**config.mk**
```make
export PLATFORM = sky130hd
export DESIGN_NAME = serial_port_regs
export DESIGN_NICKNAME = d
export VERILOG_FILES = /design/src/rtl/serial_port_pkg.sv /design/src/rtl/sp_fifo.sv /design/src/rtl/sp_sticky_flags.sv /design/src/rtl/serial_port_regs.sv
export SDC_FILE = /design/constraint.sdc
export NUM_CORES = 1
export LEC_CHECK = 0
export ABC_CLOCK_PERIOD_IN_PS = 9800
export BUFFER_PORTS_ARGS = -buffer_cell sky130_fd_sc_hd__buf_2
export CAP_MARGIN = 30
export CORE_ASPECT_RATIO = 0.9
export CORE_MARGIN = 4
export CORE_UTILIZATION = 50
export DETAILED_ROUTE_END_ITERATION = 16
export PLACE_DENSITY = 0.68
export SLEW_MARGIN = 25
export SYNTH_ARGS = -nofsm -noshare
export SYNTH_HDL_FRONTEND = slang
export SYNTH_SLANG_ARGS = --single-unit
```
**constraint.sdc**
```tcl
create_clock -name clk -period 9.8 [get_ports clk]
set_input_delay 2.45 -clock clk [delete_from_list [all_inputs] [get_ports clk]]
set_output_delay 2.45 -clock clk [all_outputs]
set_load 0.02 [all_outputs]
```
**src/rtl/serial_port_pkg.sv**
```systemverilog
`timescale 1ns/1ps
package serial_port_pkg;

    typedef enum logic [1:0] {
        REG_CTL  = 2'd0,
        REG_RXD  = 2'd1,
        REG_TXD  = 2'd2,
        REG_STAT = 2'd3
    } reg_sel_e;

    // control word fields
    localparam int unsigned CTL_LEN_LO  = 0;
    localparam int unsigned CTL_STOP2   = 2;
    localparam int unsigned CTL_PAR_LO  = 4;
    localparam int unsigned CTL_FLOW    = 12;
    localparam int unsigned CTL_LVLSEL  = 14;
    localparam int unsigned CTL_EN      = 15;
    localparam int unsigned CTL_RXIE    = 18;
    localparam int unsigned CTL_TXIE    = 19;
    localparam int unsigned CTL_LOOP    = 20;
    localparam logic [31:0] CTL_MASK    = 32'h001F_D077;

    // status word fields
    localparam int unsigned NUM_FLAGS   = 5;
    localparam int unsigned FL_RXPEND   = 0;
    localparam int unsigned FL_TXPEND   = 1;
    localparam int unsigned FL_OVR      = 2;
    localparam int unsigned FL_TXERR    = 3;
    localparam int unsigned FL_RXST     = 4;
    localparam int unsigned ST_RXEMPTY  = 5;
    localparam int unsigned ST_TXFULL   = 6;
    localparam int unsigned ST_CTS      = 7;
    localparam int unsigned ST_RTS      = 8;
    localparam int unsigned ST_TXEMPTY  = 10;
    localparam int unsigned ST_LVL_LO   = 11;
    localparam int unsigned LVL_W       = 6;
    localparam int unsigned ST_BUSY     = 17;

endpackage

```
**src/rtl/sp_fifo.sv**
```systemverilog
`timescale 1ns/1ps
module sp_fifo #(
    parameter int WIDTH = 8,
    parameter int DEPTH = 16
) (
    input  logic                       clk,
    input  logic                       rst_n,
    input  logic                       flush,
    input  logic                       push,
    input  logic [WIDTH-1:0]           wdata,
    input  logic                       pop,
    output logic [WIDTH-1:0]           rdata,
    output logic [$clog2(DEPTH+1)-1:0] count,
    output logic                       empty,
    output logic                       full
);
    localparam int PTR_W = (DEPTH > 1) ? $clog2(DEPTH) : 1;
    localparam int CNT_W = $clog2(DEPTH + 1);

    typedef struct packed {
        logic [PTR_W-1:0] wr;
        logic [PTR_W-1:0] rd;
        logic [CNT_W-1:0] cnt;
    } fifo_st_t;

    fifo_st_t s_d, s_q;
    logic [WIDTH-1:0] mem [DEPTH];
    logic push_ok, pop_ok;

    function automatic logic [PTR_W-1:0] step(input logic [PTR_W-1:0] p);
        return (p == PTR_W'(DEPTH - 1)) ? '0 : p + 1'b1;
    endfunction

    assign empty   = (s_q.cnt == '0);
    assign full    = (s_q.cnt == CNT_W'(DEPTH));
    assign push_ok = push && !full && !flush;
    assign pop_ok  = pop && !empty && !flush;
    assign rdata   = mem[s_q.rd];
    assign count   = s_q.cnt;

    always_comb begin
        s_d = s_q;
        if (flush) begin
            s_d = '0;
        end else begin
            if (push_ok) s_d.wr = step(s_q.wr);
            if (pop_ok)  s_d.rd = step(s_q.rd);
            case ({push_ok, pop_ok})
                2'b10:   s_d.cnt = s_q.cnt + 1'b1;
                2'b01:   s_d.cnt = s_q.cnt - 1'b1;
                default: s_d.cnt = s_q.cnt;
            endcase
        end
    end

    always_ff @(posedge clk) begin
        if (!rst_n) s_q <= '0;
        else        s_q <= s_d;
    end

    always_ff @(posedge clk) begin
        if (push_ok) mem[s_q.wr] <= wdata;
    end
endmodule

```
**src/rtl/sp_sticky_flags.sv**
```systemverilog
`timescale 1ns/1ps
module sp_sticky_flags #(
    parameter int N = 5
) (
    input  logic         clk,
    input  logic         rst_n,
    input  logic [N-1:0] set,
    input  logic [N-1:0] clr,
    output logic [N-1:0] flags
);
    logic [N-1:0] flags_d, flags_q;

    // a set in the same cycle wins over a clear
    always_comb begin
        flags_d = set | (flags_q & ~clr);
    end

    always_ff @(posedge clk) begin
        if (!rst_n) flags_q <= '0;
        else        flags_q <= flags_d;
    end

    assign flags = flags_q;
endmodule

```
**src/rtl/serial_port_regs.sv**
```systemverilog
`timescale 1ns/1ps
module serial_port_regs
    import serial_port_pkg::*;
#(
    parameter int FIFO_DEPTH = 16,
    parameter int ADDR_W     = 4
) (
    input  logic              clk,
    input  logic              rst_n,
    input  logic              bus_sel,
    input  logic              bus_wr,
    input  logic [ADDR_W-1:0] bus_addr,
    input  logic [31:0]       bus_wdata,
    output logic [31:0]       bus_rdata,
    output logic [7:0]        tx_data,
    output logic              tx_valid,
    input  logic              tx_take,
    input  logic              tx_busy,
    input  logic [7:0]        rx_data,
    input  logic              rx_valid,
    input  logic              rx_err,
    input  logic              cts_in,
    output logic              rts_out,
    output logic              eng_enable,
    output logic [1:0]        cfg_len,
    output logic              cfg_two_stop,
    output logic [2:0]        cfg_parity,
    output logic              cfg_flow,
    output logic              cfg_loopback,
    output logic              irq
);
    localparam int CNT_W = $clog2(FIFO_DEPTH + 1);

    typedef struct packed {
        logic [31:0] ctl;
    } regs_t;

    regs_t r_d, r_q;
    logic [31:0] ctl_q;

    logic hit, wr_ctl, wr_txd, wr_stat, rd_rxd, en;
    reg_sel_e sel;

    logic [7:0]       rx_head;
    logic [CNT_W-1:0] tx_cnt, rx_cnt;
    logic             tx_empty, tx_full, rx_empty, rx_full;
    logic [NUM_FLAGS-1:0] fl_set, fl_clr, flags;
    logic [LVL_W-1:0] level;
    logic [31:0]      status;

    assign ctl_q = r_q.ctl;
    assign en    = ctl_q[CTL_EN];

    // address decode
    assign sel     = reg_sel_e'(bus_addr[3:2]);
    assign hit     = bus_sel && (bus_addr[1:0] == 2'b00) && ((bus_addr >> 4) == '0);
    assign wr_ctl  = hit && bus_wr  && (sel == REG_CTL);
    assign wr_txd  = hit && bus_wr  && (sel == REG_TXD);
    assign wr_stat = hit && bus_wr  && (sel == REG_STAT);
    assign rd_rxd  = hit && !bus_wr && (sel == REG_RXD);

    always_comb begin
        r_d = r_q;
        if (wr_ctl) r_d.ctl = bus_wdata & CTL_MASK;
    end

    always_ff @(posedge clk) begin
        if (!rst_n) r_q <= '0;
        else        r_q <= r_d;
    end

    sp_fifo #(.WIDTH(8), .DEPTH(FIFO_DEPTH)) i_tx_fifo (
        .clk   (clk),
        .rst_n (rst_n),
        .flush (!en),
        .push  (wr_txd && en),
        .wdata (bus_wdata[7:0]),
        .pop   (tx_take && en),
        .rdata (tx_data),
        .count (tx_cnt),
        .empty (tx_empty),
        .full  (tx_full)
    );

    sp_fifo #(.WIDTH(8), .DEPTH(FIFO_DEPTH)) i_rx_fifo (
        .clk   (clk),
        .rst_n (rst_n),
        .flush (!en),
        .push  (rx_valid && en),
        .wdata (rx_data),
        .pop   (rd_rxd && en),
        .rdata (rx_head),
        .count (rx_cnt),
        .empty (rx_empty),
        .full  (rx_full)
    );

    always_comb begin
        fl_set            = '0;
        fl_set[FL_RXPEND] = en && !rx_empty;
        fl_set[FL_TXPEND] = en && !tx_full;
        fl_set[FL_OVR]    = en && rx_valid && rx_full;
        fl_set[FL_TXERR]  = en && wr_txd && tx_full;
        fl_set[FL_RXST]   = en && rx_valid && rx_err;
        fl_clr            = wr_stat ? bus_wdata[NUM_FLAGS-1:0] : '0;
    end

    sp_sticky_flags #(.N(NUM_FLAGS)) i_flags (
        .clk   (clk),
        .rst_n (rst_n),
        .set   (fl_set),
        .clr   (fl_clr),
        .flags (flags)
    );

    assign rts_out = ctl_q[CTL_FLOW] ? !rx_full : 1'b1;
    assign level   = ctl_q[CTL_LVLSEL] ? LVL_W'(tx_cnt) : LVL_W'(rx_cnt);

    always_comb begin
        status                              = '0;
        status[NUM_FLAGS-1:0]               = flags;
        status[ST_RXEMPTY]                  = rx_empty;
        status[ST_TXFULL]                   = tx_full;
        status[ST_CTS]                      = cts_in;
        status[ST_RTS]                      = rts_out;
        status[ST_TXEMPTY]                  = tx_empty;
        status[ST_LVL_LO +: LVL_W]          = level;
        status[ST_BUSY]                     = tx_busy;
    end

    always_comb begin
        bus_rdata = '0;
        if (hit && !bus_wr) begin
            case (sel)
                REG_CTL:  bus_rdata = ctl_q;
                REG_RXD:  bus_rdata = rx_empty ? 32'h0 : {24'h0, rx_head};
                REG_STAT: bus_rdata = status;
                default:  bus_rdata = '0;
            endcase
        end
    end

    assign tx_valid     = en && !tx_empty;
    assign eng_enable   = en;
    assign cfg_len      = ctl_q[CTL_LEN_LO +: 2];
    assign cfg_two_stop = ctl_q[CTL_STOP2];
    assign cfg_parity   = ctl_q[CTL_PAR_LO +: 3];
    assign cfg_flow     = ctl_q[CTL_FLOW];
    assign cfg_loopback = ctl_q[CTL_LOOP];
    assign irq          = (flags[FL_RXPEND] && ctl_q[CTL_RXIE]) ||
                          (flags[FL_TXPEND] && ctl_q[CTL_TXIE]);
endmodule

```
* Yosys cells after proc, flatten, opt, wreduce, memory -nomap -nowiden
Memories as Yosys holds them, arrays and structs flattened. A register that Yosys moved wholly into a read port is not among the register bits. Index checks and enable logic that the tools add are counted.
Operators by class: $add $sub $neg 8, eq/ne operators 13, muxes and demuxes 20, bitwise gates (word level) 3, reductions and logical operators 40
Operators by type and width (count):
- 21-bit case mux with 3 select lines | 1
- 32-bit two-way mux | 1
- 4-bit two-way mux | 8
- 1-bit logical AND | 27
- 5-bit case mux with 2 select lines | 2
- 4-bit by 1-bit adder with 4-bit output, second input constant | 4
- 4-bit equality test, second input constant | 4
- 5-bit by 1-bit adder with 5-bit output, second input constant | 2
- 5-bit equality test, second input constant | 2
- 5-bit zero test | 2
- 5-bit two-way mux | 2
- 5-bit by 1-bit subtractor with 5-bit output, second input constant | 2
- 2-bit equality test, second input constant | 4
- 8-bit two-way mux | 1
- 2-bit by 1-bit equality test with 1-bit output, second input constant | 3
- 5-bit AND | 1
- 1-bit zero test | 5
- 1-bit two-way mux | 5
- 5-bit inverter | 1
- 5-bit bitwise OR | 1
- 2-bit zero test | 2
- 2-bit nonzero test | 2
- 2-bit AND reduction | 1
- 1-bit logical OR | 1
Storage, ports and cells: register bits after elaboration 45, bits in writable memories 256, input port bits 53, output and inout bits 52, logic and storage cells 94, memories 2
Memories:
- i_rx_fifo.mem | words 16, bits a word 8, read ports 1, clocked after Yosys merged registers in 1, write ports 1, RTL line sp_fifo.sv:27 | logic [WIDTH-1:0] mem [DEPTH];
- i_tx_fifo.mem | words 16, bits a word 8, read ports 1, clocked after Yosys merged registers in 1, write ports 1, RTL line sp_fifo.sv:27

* Depth between registers and ports, before layout
Gate-level depths: netlist of the first run.
depth in word-level cells 9, gate-level depth with buffers 12, gate-level depth less buffers 11

* Hierarchy
Synthesis of the first run repeated with hierarchy kept, for this count alone.
Second synthesis, totals: cells, all modules 822, area total of the unflattened synthesis 13221.4 µm²
By module, submodules not included:
- sp_fifo (i_rx_fifo) | times used 1, cells each 329, area an instance 5928.2 µm², seq. area each 4184.0 µm²
- sp_fifo (i_tx_fifo) | times used 1, cells each 327, area an instance 5920.7 µm², seq. area each 4184.0 µm²
- serial_port_regs | times used 1, cells each 151, area an instance 1166.1 µm², seq. area each 280.3 µm²
- sp_sticky_flags | times used 1, cells each 15, area an instance 206.4 µm², seq. area each 100.1 µm²

* Least setup slack after synthesis of the first run
No wires, ideal clock.
path type in2out, start point input port bus_addr[1], end point output port bus_rdata[14], data arrival time 3.857 ns, required time 7.350 ns, slack 3.493 ns, stages on the path 5, path buffers 1, cell sequence or4b_1 buf_4 nor2_1 a21oi_1 mux2i_1
On the way: cells in the longest elaborated chain, start to end 4
RTL lines:
- start, declared | RTL line serial_port_regs.sv:12 | input logic [ADDR_W-1:0] bus_addr,
- 2-bit zero test | RTL line serial_port_regs.sv:56 | assign hit = bus_sel && (bus_addr[1:0] == 2'b00) && ((bus_addr >> 4) == '0);
- 1-bit logical AND | RTL line serial_port_regs.sv:56
- 1-bit logical AND | RTL line serial_port_regs.sv:133 | if (hit && !bus_wr) begin
- 32-bit two-way mux | RTL line serial_port_regs.sv:133
- end, declared | RTL line serial_port_regs.sv:14 | output logic [31:0] bus_rdata,
Every way passes these cells.

* Worst setup path in the final report of the first run
Same ends and word-level chain as after synthesis.

==> metrics.txt, run 1 <==
status=finished, final reports clean; R2R setup slack=about 6.4 ns; TritonCTS clock tree=done; Crit Path Max Fanout=10; Max clock buf depth=3; sequential-to-total area share from yosys stat=0.676; Yosys cell types=between 50 and 60; post-synth top area share=0.594; Buffers & Inverters on Critical Path=2; number of flops mapped to enable cells by yosys=256; die height=approximately 160 µm; placed insts=around 1.2k; Post-synth ARST share=0; Setup Fix Bufs, Post-CTS=0; max capacitance violation total=0; post-synthesis compound-gate area fraction=0.0588; area occupied by multi-input gates=about 3900 µm²; Power Density=about 180 nW/µm²; fraction of layout cells with a size suffix above 1=0.246; Slew Limit Fails=0; Worst Skew=between 0.009 and 0.01 ns; Critical Path AT=~4.3 ns; CP delay by family, top=simple AND/OR/NAND/NOR gates; vias per cell=slightly below 6; chip width=178 µm; Slew HR=0.375; Hold Crit Depth=2; final layout net count=between 900 and 1k; cells along the critical path=buf_2 > or4b_1 > nor2_1 > a21oi_1 > mux2i_1 > buf_2; min cycle time layout=between 6 and 7 ns; proportion of synthesized area in mux cells=0.137; Worst-path clk slew=around 0.06 ns; gr ovfl total=0; initial antenna violation count=0; worst hold path class=reg -> reg; ANT cells=0; Setup CP Type=in -> out; Main synth FF type=edfxtp_1; critical path depth=6; Core ar.=between 20,000 and 30,000 µm²; Initial Utilization=0.511; DRC=0; post-route total power=about 0.0026 W; Non-Filler Instances=between 1k and 1.5k; Startpoint Class=input port; # fillers=slightly below 2k; H-Tree Level Count=1; Max stage delay on crit path=a little over 0.8 ns; Die ar.=between 20,000 and 30,000 µm²; number of global-route vias before repair=7,078; Max rail drop VDD=between 0.0001 and 0.00015 V; Worst-Margin Slew=~0.93 ns; total CTS buffers=30; total number of vias=between 7k and 8k; largest family of logic cells by synthesized area=multiplexers; fin crit share=0.693; Final GP Congestion=about 0.8; Simple-Gate Fraction of Synth Area=0.0739; clk sink count=roughly 300; initial DRC count=593; CP Data Required Time=~7.4 ns; DR WL/cell=22.5 µm; Setup crit end kind=output pin; Storage cell area=8750 µm²; post-CTS resize count=0; largest net degree at the start of global routing=39; cell taking the most area after synthesis=edfxtp_1; Routed Antenna Nets=0; synthesized cell area=between 10,000 and 15,000 µm²; DRT Pass-1 Iters=5; area grow syn2layout=12.9%; Mean Syn Cell Area=between 15 and 20 µm²; first-pass GRT wire length=about 43,000 µm; ranking of synthesized cells by area=edfxtp_1 (59%), mux4_2 (12%), dfxtp_1 (8.2%); I/O Buffers=76; Clock Latency Late Sink=about 0.54 ns; Reg-to-Reg End=i_rx_fifo.count[4]$_SDFFE_PN0P_; Fmax=approximately 0.15 GHz; leakage=approximately 4.8 nW; Worst R2R Start=i_rx_fifo.count[1]$_SDFFE_PN0P_; endpoints failing hold=0; worst-case reg-to-reg path depth=11; Post-Synth XOR/XNOR Area=0.00813; clk root buf=clkbuf_16; Yosys warnings=0; I/O Pins=105; Synth Register Bits=~300; setup TNS=0 ns; Post-Synthesis Cells=between 800 and 900; Hold EP=ctl_q[16]$_SDFFE_PN0P_; hold path startpoint=ctl_q[16]$_SDFFE_PN0P_; CP max stage cell=or4b_1; Total Routing Usage GR=0.196; RSZ-0062 raised after global routing=false; Post-CTS Hold Fix Bufs=0; num rows=between 50 and 60; endpoints failing setup=0; HPWL Detailed=~18,000 µm; Adder-Cell Fraction of Synth Area=0.0174; Routed WL=around 28,000 µm; cell repeated most along the worst path=buf_2
per-stage QoR:
stage	util	hold slack (ns)	setup slack [ns]	instance area, µm²
4_1_cts	0.576	0.479	3.00	14600
6_report	0.577	0.468	3.01	14600
3_5_place_dp	0.534	0.470	3.00	13500
2_1_floorplan	-	0.439	3.49	13000
3_3_place_gp	0.534	0.455	3.03	13500
5_1_grt	0.577	0.509	2.84	14600
tightest hold or removal path, cell delays in order, from the launching register on:
cell      delay [ns]
dfxtp_1         0.31
nand2_1         0.05
a21boi_0        0.06
routing by layer:
| layer | vias to the layer above | wire [µm] | track usage |
|---|---|---|---|
| met5 | - | 0 | 0 |
| met4 | 0 | 533 | 0.0439 |
| met3 | 36 | 1730 | 0.0261 |
| met2 | 251 | 12700 | 0.293 |
| met1 | 3637 | 12800 | 0.312 |
| li1 | 3241 | - | - |
sequential cells by signal (all words and copies together) (netlist names), named ones only:
register         flops
i_rx_fifo.mem      128
i_tx_fifo.mem      128
ctl_q               14
i_rx_fifo.s_q        8
i_tx_fifo.s_q        8
i_flags.flags        5
i_rx_fifo.count      5
i_tx_fifo.count      5
Yosys cell counts, drive strengths merged (2+ instances only):
library cell	count
edfxtp	256
mux4	68
nand2	66
dfxtp	53
buf	38
nor2	35
a21oi	30
clkbuf	20
and2	18
ha	18
mux2i	18
and3	17
inv	16
a21boi	15
o21ai	13
a22oi	9
nor2b	9
nor3	9
nand3	8
xor2	8
o22ai	7
nand2b	6
mux2	5
or3	5
a2111oi	4
a22o	4
a311oi	4
a31oi	4
nand4	4
xnor2	4
a221oi	3
and4	3
nor4	3
a211o	2
a21o	2
a41oi	2
o31ai	2
o32ai	2
or4	2
placed cells by master (no fill, tap or decap), types with 4 or more instances in the layout:
| cell | n |
|---|---|
| a21boi_0 | 15 |
| mux4_2 | 68 |
| nor2b_1 | 9 |
| nor2_1 | 35 |
| and3_1 | 17 |
| edfxtp_1 | 256 |
| a21oi_1 | 29 |
| nor3_1 | 7 |
| and2_1 | 18 |
| mux2_2 | 5 |
| a311oi_1 | 4 |
| mux2i_1 | 18 |
| nand2b_1 | 6 |
| nand2_1 | 65 |
| clkbuf_8 | 6 |
| dfxtp_1 | 50 |
| a22oi_1 | 9 |
| clkinv_2 | 4 |
| clkbuf_1 | 5 |
| nand4_1 | 4 |
| o21ai_0 | 13 |
| conb_1 | 12 |
| or3_1 | 5 |
| xnor2_1 | 4 |
| buf_2 | 76 |
| clkbuf_16 | 34 |
| a22o_1 | 4 |
| nand3_1 | 8 |
| buf_4 | 6 |
| ha_1 | 18 |
| xor2_1 | 8 |
| o22ai_1 | 7 |
| a31oi_1 | 4 |
| inv_1 | 16 |
cell type report:
type	count	share of cell area
Inverter	16	0.00411
Multi-Input combinational cell	429	0.265
Tap cell	342	0.0293
Timing Repair Buffer	83	0.0302
Clock inverter	9	0.00548
Sequential cell	309	0.599
Clock buffer	47	0.0662
logic make-up after synthesis:
kind of cell,count (synthesis)
mux,91
xor+xnor,12
compound gates,107
simple gates,189
fa+ha+maj,18
other cells,1
buf+inv,74
flops,309
report_power, final:
group	total (W)	internal, W	switching, W
clock network	0.00118	0.000706	0.000474
logic	0.0000391	0.00000828	0.0000308
registers	0.00142	0.00142	0.000000586
how the worst max path moves through the flow:
stage                           start            end  slack [ns]
final                     bus_addr[1]  bus_rdata[14]        3.01
after global routing      bus_addr[1]  bus_rdata[14]        2.84
after CTS                 bus_addr[1]  bus_rdata[14]        3.00
after detailed placement  bus_addr[1]  bus_rdata[14]        3.00
after global placement    bus_addr[1]   bus_rdata[3]        3.03
after floorplan           bus_addr[1]  bus_rdata[14]        3.49
Power figures use the tool's default switching activity.
==> run 2, diff against run 1 <==
--- a/config.mk
+++ b/config.mk
@@ -5,7 +5,8 @@
 export SDC_FILE = /design/constraint.sdc
 export NUM_CORES = 1
 export LEC_CHECK = 0
-export ABC_CLOCK_PERIOD_IN_PS = 9800
+export ABC_AREA = 1
+export ABC_CLOCK_PERIOD_IN_PS = 7000
 export BUFFER_PORTS_ARGS = -buffer_cell sky130_fd_sc_hd__buf_2
 export CAP_MARGIN = 30
 export CORE_ASPECT_RATIO = 0.9
==> constraint.sdc (replaced) <==
create_clock -name clk -period 7 [get_ports clk]
set_input_delay 1.75 -clock clk [delete_from_list [all_inputs] [get_ports clk]]
set_output_delay 1.75 -clock clk [all_outputs]
set_load 0.02 [all_outputs]
==> run 2 against run 1 <==
Combinational power is 48% higher. Non-clock buffer count is the same. Sequential cell count did not move. Critical path type unchanged. Largest cell class unchanged.
==> metrics.txt, run 2 <==
proportion of synthesized area in mux cells=0 (was 0.137); Routed WL=31,300 µm (was 27,800 µm); Slew HR=0.354 (was 0.375); Crit Path Max Fanout=13 (was 10); Fin Hold WS=0.463 ns (was 0.468 ns); num rows=56 (was 55); cells along the critical path=buf_2 > nor3_4 > nand2_1 > nor2_1 > inv_1 > a211oi_1 > buf_2 (was buf_2 > or4b_1 > nor2_1 > a21oi_1 > mux2i_1 > buf_2); Buffers & Inverters on Critical Path=3 (was 2); post-CTS resize count=0 (unchanged); sequential-to-total area share from yosys stat=0.649 (was 0.676); I/O Buffers=76 (unchanged); die height=164 µm (was 161 µm); Max clock buf depth=3 (unchanged); DRT Pass-1 Iters=5 (unchanged); H-Tree Level Count=1 (unchanged); Adder-Cell Fraction of Synth Area=0.0167 (was 0.0174); RSZ-0062 raised after global routing=false (unchanged); gr ovfl total=0 (unchanged); total CTS buffers=31 (was 30); Final GP Congestion=0.859 (was 0.804); Reg-to-Reg End=i_tx_fifo.count[4]$_SDFFE_PN0P_ (was i_rx_fifo.count[4]$_SDFFE_PN0P_); Die ar.=29,700 µm² (was 28,500 µm²); Worst Skew=0.0158 ns (was 0.00924 ns); min cycle time layout=roughly 5.3 ns; DR WL/cell=17.9 µm (was 22.5 µm); commonest non-fill, non-tap cell in the layout=edfxtp_1 (unchanged); Post-synth ARST share=0 (unchanged); Yosys cell types=32 (was 54); post-synthesis compound-gate area fraction=0.0892 (was 0.0588); final layout net count=1,451 (was 940); Max stage delay on crit path=0.41 ns (was 0.83 ns); leakage=5.71 nW (was 4.77 nW); Clock Latency Late Sink=0.57 ns (was 0.54 ns); fin crit share=0.755; Mean Syn Cell Area=10.2 µm² (was 16.1 µm²); CP endpoint=bus_rdata[11] (was bus_rdata[14]); worst-case reg-to-reg path depth=16 (was 11); Total Routing Usage GR=0.207 (was 0.196); status=finished, final reports clean (unchanged); largest net degree at the start of global routing=68 (was 39); setup TNS=0 ns (unchanged); R2R setup slack=4.42 ns (was 6.35 ns); Setup Fix Bufs, Post-CTS=0 (unchanged); Yosys warnings=0 (unchanged); ranking of synthesized cells by area=edfxtp_1 (57%), dfxtp_1 (7.9%), nand2_1 (6.3%) (was edfxtp_1 (59%), mux4_2 (12%), dfxtp_1 (8.2%)); synthesized cell area=13,500 µm² (was 12,900 µm²); ANT cells=0 (unchanged); worst hold path class=reg -> reg (unchanged); Synth top cells by count=edfxtp_1 (256), nand2_1 (225), nor2_1 (194), inv_1 (152), o21ai_0 (123) (was edfxtp_1 (256), mux4_2 (68), nand2_1 (66), dfxtp_1 (53), nor2_1 (35)); Simple-Gate Fraction of Synth Area=0.165 (was 0.0739); fin util=0.569 (was 0.577); Fmax=approximately 0.19 GHz; initial DRC count=977 (was 593); Max rail drop VDD=0.000212 V (was 0.000145 V); total number of vias=9,454 (was 7,165); Power Density=239 nW/µm² (was 181 nW/µm²); Worst R2R Start=i_tx_fifo.count[0]$_SDFFE_PN0P_ (was i_rx_fifo.count[1]$_SDFFE_PN0P_); endpoints failing hold=0 (unchanged); Routed Antenna Nets=0 (unchanged); critical path depth=7 (was 6); vias per cell=5.40 (was 5.80); CP Launch Point=bus_addr[1] (unchanged); Post-Synthesis Cells=1,328 (was 801); CP max stage cell=nand2_1 (was or4b_1); DRC=0 (unchanged); CP delay by family, top=simple AND/OR/NAND/NOR gates (unchanged); clk root buf=clkbuf_16 (unchanged); HPWL Detailed=20,000 µm (was 18,100 µm); I/O Pins=105 (unchanged); cell repeated most along the worst path=buf_2 (unchanged); Worst-Margin Slew=0.965 ns (was 0.934 ns); Setup crit end kind=output pin (unchanged); pre-CTS setup slack=1.77 ns (was 3.00 ns); chip width=181 µm (was 178 µm); Critical Path AT=3.53 ns (was 4.34 ns); Post-Synth XOR/XNOR Area=0.00780 (was 0.00813); Initial Utilization=0.513 (was 0.511); hold path startpoint=i_flags.flags[1]$_SDFF_PN0_ (was ctl_q[16]$_SDFFE_PN0P_); Main synth FF type=edfxtp_1 (unchanged); Startpoint Class=input port (unchanged); top-count cell post-synth=edfxtp_1 (unchanged); endpoints failing setup=0 (unchanged); fraction of layout cells with a size suffix above 1=0.100 (was 0.246); largest family of logic cells by synthesized area=simple AND/OR/NAND/NOR gates (was multiplexers); clk sink count=309 (unchanged); Core ar.=26,300 µm² (was 25,300 µm²); Synth Register Bits=309 (unchanged); area grow syn2layout=10.8% (was 12.9%); final setup margin=1.72 ns (was 3.01 ns); max capacitance violation total=0 (unchanged); number of flops mapped to enable cells by yosys=256 (unchanged); cell taking the most area after synthesis=edfxtp_1 (unchanged); CP Data Required Time=5.25 ns (was 7.35 ns); most frequent cells in the layout=edfxtp_1 (256), nand2_1 (225), nor2_1 (194) (was edfxtp_1 (256), buf_2 (76), mux4_2 (68)); Setup CP Type=in -> out (unchanged); Slew Limit Fails=0 (unchanged); first-pass GRT wire length=48,400 µm (was 43,000 µm); TritonCTS clock tree=done (unchanged); post-synth top area share=0.570 (was 0.594); Post-CTS Hold Fix Bufs=0 (unchanged); number of global-route vias before repair=8,904 (was 7,078); Worst-path clk slew=0.06 ns (about the same); initial antenna violation count=0 (unchanged)
[run 2: where the power goes]
part / internal [W] / switching, W
registers: 0.00199 / 0.00000140
logic: 0.0000110 / 0.0000470
clock network: 0.000844 / 0.000674
[run 2: cell type report]
cell class,count,area (µm²)
clock buffers,41,845
clock inverters,16,81.3
fillers,2239,11300
inverters,154,578
multi-input cells,801,3810
flip-flops and latches,309,8750
well taps,348,435
repair buffers,83,445
[run 2: through the flow]
stage	area [µm²]	total power (W)	instances
after floorplan	13500	0.00205	1339
after global placement	14000	0.00209	1694
after detailed placement	14000	0.00209	1695
after CTS	14900	0.00358	1752
after global routing	14900	0.00367	1752
final	14900	0.00357	1752
[run 2: worst register-to-register path: cells and delay by family (launching register included)]
kind | cells | cell delay [ns]
xor gates and xnor gates | 1 | 0.23
and+or+nand+nor | 9 | 0.97
AOI/OAI and AO/OA | 1 | 0.10
adders and majority gates | 2 | 0.51
buffers and inverters | 3 | 0.29
DFF | 1 | 0.41
[run 2: per-layer routing]
metal | vias to the layer above | routed length [µm] | global-route usage | share of wire
met5 | - | 0 | 0 | 0
met4 | 0 | 766 | 0.0570 | 0.024
met3 | 51 | 2660 | 0.0312 | 0.085
met2 | 385 | 14500 | 0.337 | 0.46
met1 | 4459 | 13400 | 0.295 | 0.43
li1 | 4559 | - | - | -
[run 2: cell families after synthesis]
kind of cell    count (synthesis)
fa+ha+maj                      18
simple gates                  542
buf+inv                       229
flops                         309
other cells                     1
compound gates                217
xor+xnor                       12
[run 2: worst min path at each step]
stage | endpoint | slack (ns) | cells after the start
finish | i_flags.flags[1]$_SDFF_PN0_ | 0.46 | 2
global route | i_flags.flags[1]$_SDFF_PN0_ | 0.50 | 2
CTS | i_flags.flags[1]$_SDFF_PN0_ | 0.46 | 2
detailed placement | i_flags.flags[1]$_SDFF_PN0_ | 0.45 | 2
global placement | i_flags.flags[1]$_SDFF_PN0_ | 0.45 | 2
floorplan | i_flags.flags[1]$_SDFF_PN0_ | 0.44 | 2
==> run 3, diff against run 2 <==
--- a/config.mk
+++ b/config.mk
@@ -6,7 +6,7 @@
 export NUM_CORES = 1
 export LEC_CHECK = 0
 export ABC_AREA = 1
-export ABC_CLOCK_PERIOD_IN_PS = 7000
+export ABC_CLOCK_PERIOD_IN_PS = 5000
 export BUFFER_PORTS_ARGS = -buffer_cell sky130_fd_sc_hd__buf_2
 export CAP_MARGIN = 30
 export CORE_ASPECT_RATIO = 0.9
==> constraint.sdc (replaced) <==
create_clock -name clk -period 5 [get_ports clk]
set_input_delay 1.25 -clock clk [delete_from_list [all_inputs] [get_ports clk]]
set_output_delay 1.25 -clock clk [all_outputs]
set_load 0.02 [all_outputs]
==> run 3 against run 2 <==
Clock skew increased by 0.0065 ns. Register-to-register slack got worse by 2.0 ns. Sequential power increased by 40%. Non-clock buffer count increased by 9. Hold slack improved by 0.016 ns. Sequential cell count unchanged. Critical path depth unchanged. Critical path type unchanged. Largest power group unchanged.
==> metrics.txt, run 3 (synthesis gave the netlist of run 2 again) <==
vias per cell=5.36 (was 5.40); Crit Path Max Fanout=6 (was 13); met1 wire length=13,700 µm (was 13,400 µm); Initial Utilization=0.513 (unchanged); final layout net count=1,463 (was 1,451); Worst Skew=0.0223 ns (was 0.0158 ns); Total Routing Usage GR=0.213 (was 0.207); endpoints failing setup=0 (unchanged); total number of vias=9,467 (was 9,454); area occupied by multi-input gates=3810 µm² (unchanged); DR WL/cell=18.0 µm (was 17.9 µm); Routed Antenna Nets=0 (unchanged); commonest non-fill, non-tap cell in the layout=edfxtp_1 (unchanged); Clock Latency Late Sink=0.52 ns (was 0.57 ns); initial antenna violation count=0 (unchanged); Area after DPL=14,100 µm² (was 14,000 µm²); clk sink count=309 (unchanged); Setup CP Type=in -> out (unchanged); status=finished, final reports clean (unchanged); Post-CTS Hold Fix Bufs=0 (unchanged); fraction of layout cells with a size suffix above 1=0.103 (was 0.100); chip width=181 µm (unchanged); cells along the critical path=buf_2 > nor3_4 > nand2_1 > nor2_1 > inv_1 > a211oi_1 > buf_2 (unchanged); Routed WL=31,800 µm (was 31,300 µm); Final GP Congestion=0.868 (was 0.859); post-CTS resize count=0 (unchanged); Setup crit end kind=output pin (unchanged); Core ar.=26,300 µm² (unchanged); Worst-Margin Slew=0.996 ns (was 0.965 ns); total CTS buffers=34 (was 31); worst hold path class=reg -> reg (unchanged); Storage cell area=8750 µm² (unchanged); cell repeated most along the worst path=buf_2 (unchanged); DRC=0 (unchanged); DRT Pass-1 Iters=5 (unchanged); Critical Path AT=2.57 ns (was 3.53 ns); fin crit share=0.765; num rows=56 (unchanged); largest net degree at the start of global routing=65 (was 68); I/O Pins=105 (unchanged); Met2 Wirelength=14,700 µm (was 14,500 µm); CP Data Required Time=3.75 ns (was 5.25 ns); H-Tree Level Count=2 (was 1); setup TNS=0 ns (unchanged); TritonCTS clock tree=done (unchanged); Setup Fix Bufs, Post-CTS=0 (unchanged); DR top layer=met4 (unchanged); Design Area, Final=15,100 µm² (was 14,900 µm²); fin util=0.576 (was 0.569); Die ar.=29,700 µm² (unchanged); area grow syn2layout=12.3% (was 10.8%); Slew Limit Fails=0 (unchanged); initial DRC count=940 (was 977); Max stage delay on crit path=0.26 ns (was 0.41 ns); gr ovfl total=0 (unchanged); endpoints failing hold=0 (unchanged); most frequent cells in the layout=edfxtp_1 (256), nand2_1 (225), nor2_1 (194) (unchanged); number of global-route vias before repair=9,108 (was 8,904); Worst-path clk slew=0.05 ns (was 0.06 ns); HPWL Detailed=20,300 µm (was 20,000 µm); # fillers=2,194 (was 2,239); met3 routed WL=2520 µm (was 2660 µm); RSZ-0062 raised after global routing=false (unchanged); CP max stage cell=nor3_4 (was nand2_1); max capacitance violation total=0 (unchanged); min cycle time layout=3.82 ns; Max clock buf depth=3 (unchanged); Max rail drop VDD=0.000294 V (was 0.000212 V); Fmax=approximately 0.26 GHz; Power Density=343 nW/µm² (was 239 nW/µm²); ANT cells=0 (unchanged); Startpoint Class=input port (unchanged); leakage=5.80 nW (was 5.71 nW); Slew HR=0.334 (was 0.354); first-pass GRT wire length=49,600 µm (was 48,400 µm); clk root buf=clkbuf_16 (unchanged); I/O Buffers=76 (unchanged); die height=164 µm (unchanged)
-- run 3: cell types whose count changed in the layout (fill, tap and decap cells not counted), moves of 2 or more --
cell       change
clkinv_1       +2
clkbuf_16      +4
clkinv_2       -6
clkinv_8       +3
buf_4          +7
clkbuf_1       +6
clkbuf_4       -2
-- run 3: metal layers --
layer  GRT usage  up-vias
li1            -     4579
met1       0.299     4473
met2       0.341      348
met3      0.0394       67
met4      0.0699        0
met5           0        -
-- run 3: layout make-up --
type | count | share of cell area
flip-flops and latches | 309 | 0.578
clock inverters | 14 | 0.00661
clock buffers | 48 | 0.0624
well taps | 348 | 0.0288
multi-input cells | 801 | 0.251
repair buffers | 92 | 0.0344
inverters | 154 | 0.0382
-- run 3: worst max-delay path, delay by kind of cell --
kind	cells	cell delay, ns
simple gates	3	0.60
compound gates	1	0.22
buf+inv	3	0.51
-- run 3: power breakdown --
group / leakage (nW) / switching (W) / internal, W / total, W
clock: 0.509 / 0.000989 / 0.00133 / 0.00232
sequential: 2.73 / 0.00000197 / 0.00278 / 0.00279
combinational: 2.56 / 0.0000670 / 0.0000163 / 0.0000833
total: 5.80 / 0.00106 / 0.00413 / 0.00519
-- run 3: worst paths after layout --
path	endpoint	from	slack, ns	depth (start not counted)
setup reg to reg	i_tx_fifo.count[4]$_SDFFE_PN0P_	i_tx_fifo.count[3]$_SDFFE_PN0P_	2.43	16
setup / recovery	bus_rdata[11]	bus_addr[1]	1.18	7
hold / removal	i_flags.flags[2]$_SDFF_PN0_	i_flags.flags[2]$_SDFF_PN0_	0.48	2
hold reg to reg	i_flags.flags[2]$_SDFF_PN0_	i_flags.flags[2]$_SDFF_PN0_	0.48	2
-- run 3: through the flow --
stage	std cells	hold WS, ns	total power, W	worst slack [ns]
5_1_grt	1766	0.514	0.00535	1.01
2_1_floorplan	1339	0.438	0.00287	1.35
6_report	1766	0.480	0.00519	1.18
4_1_cts	1764	0.474	0.00522	1.18
3_3_place_gp	1701	0.451	0.00292	1.17
3_5_place_dp	1702	0.467	0.00292	1.18
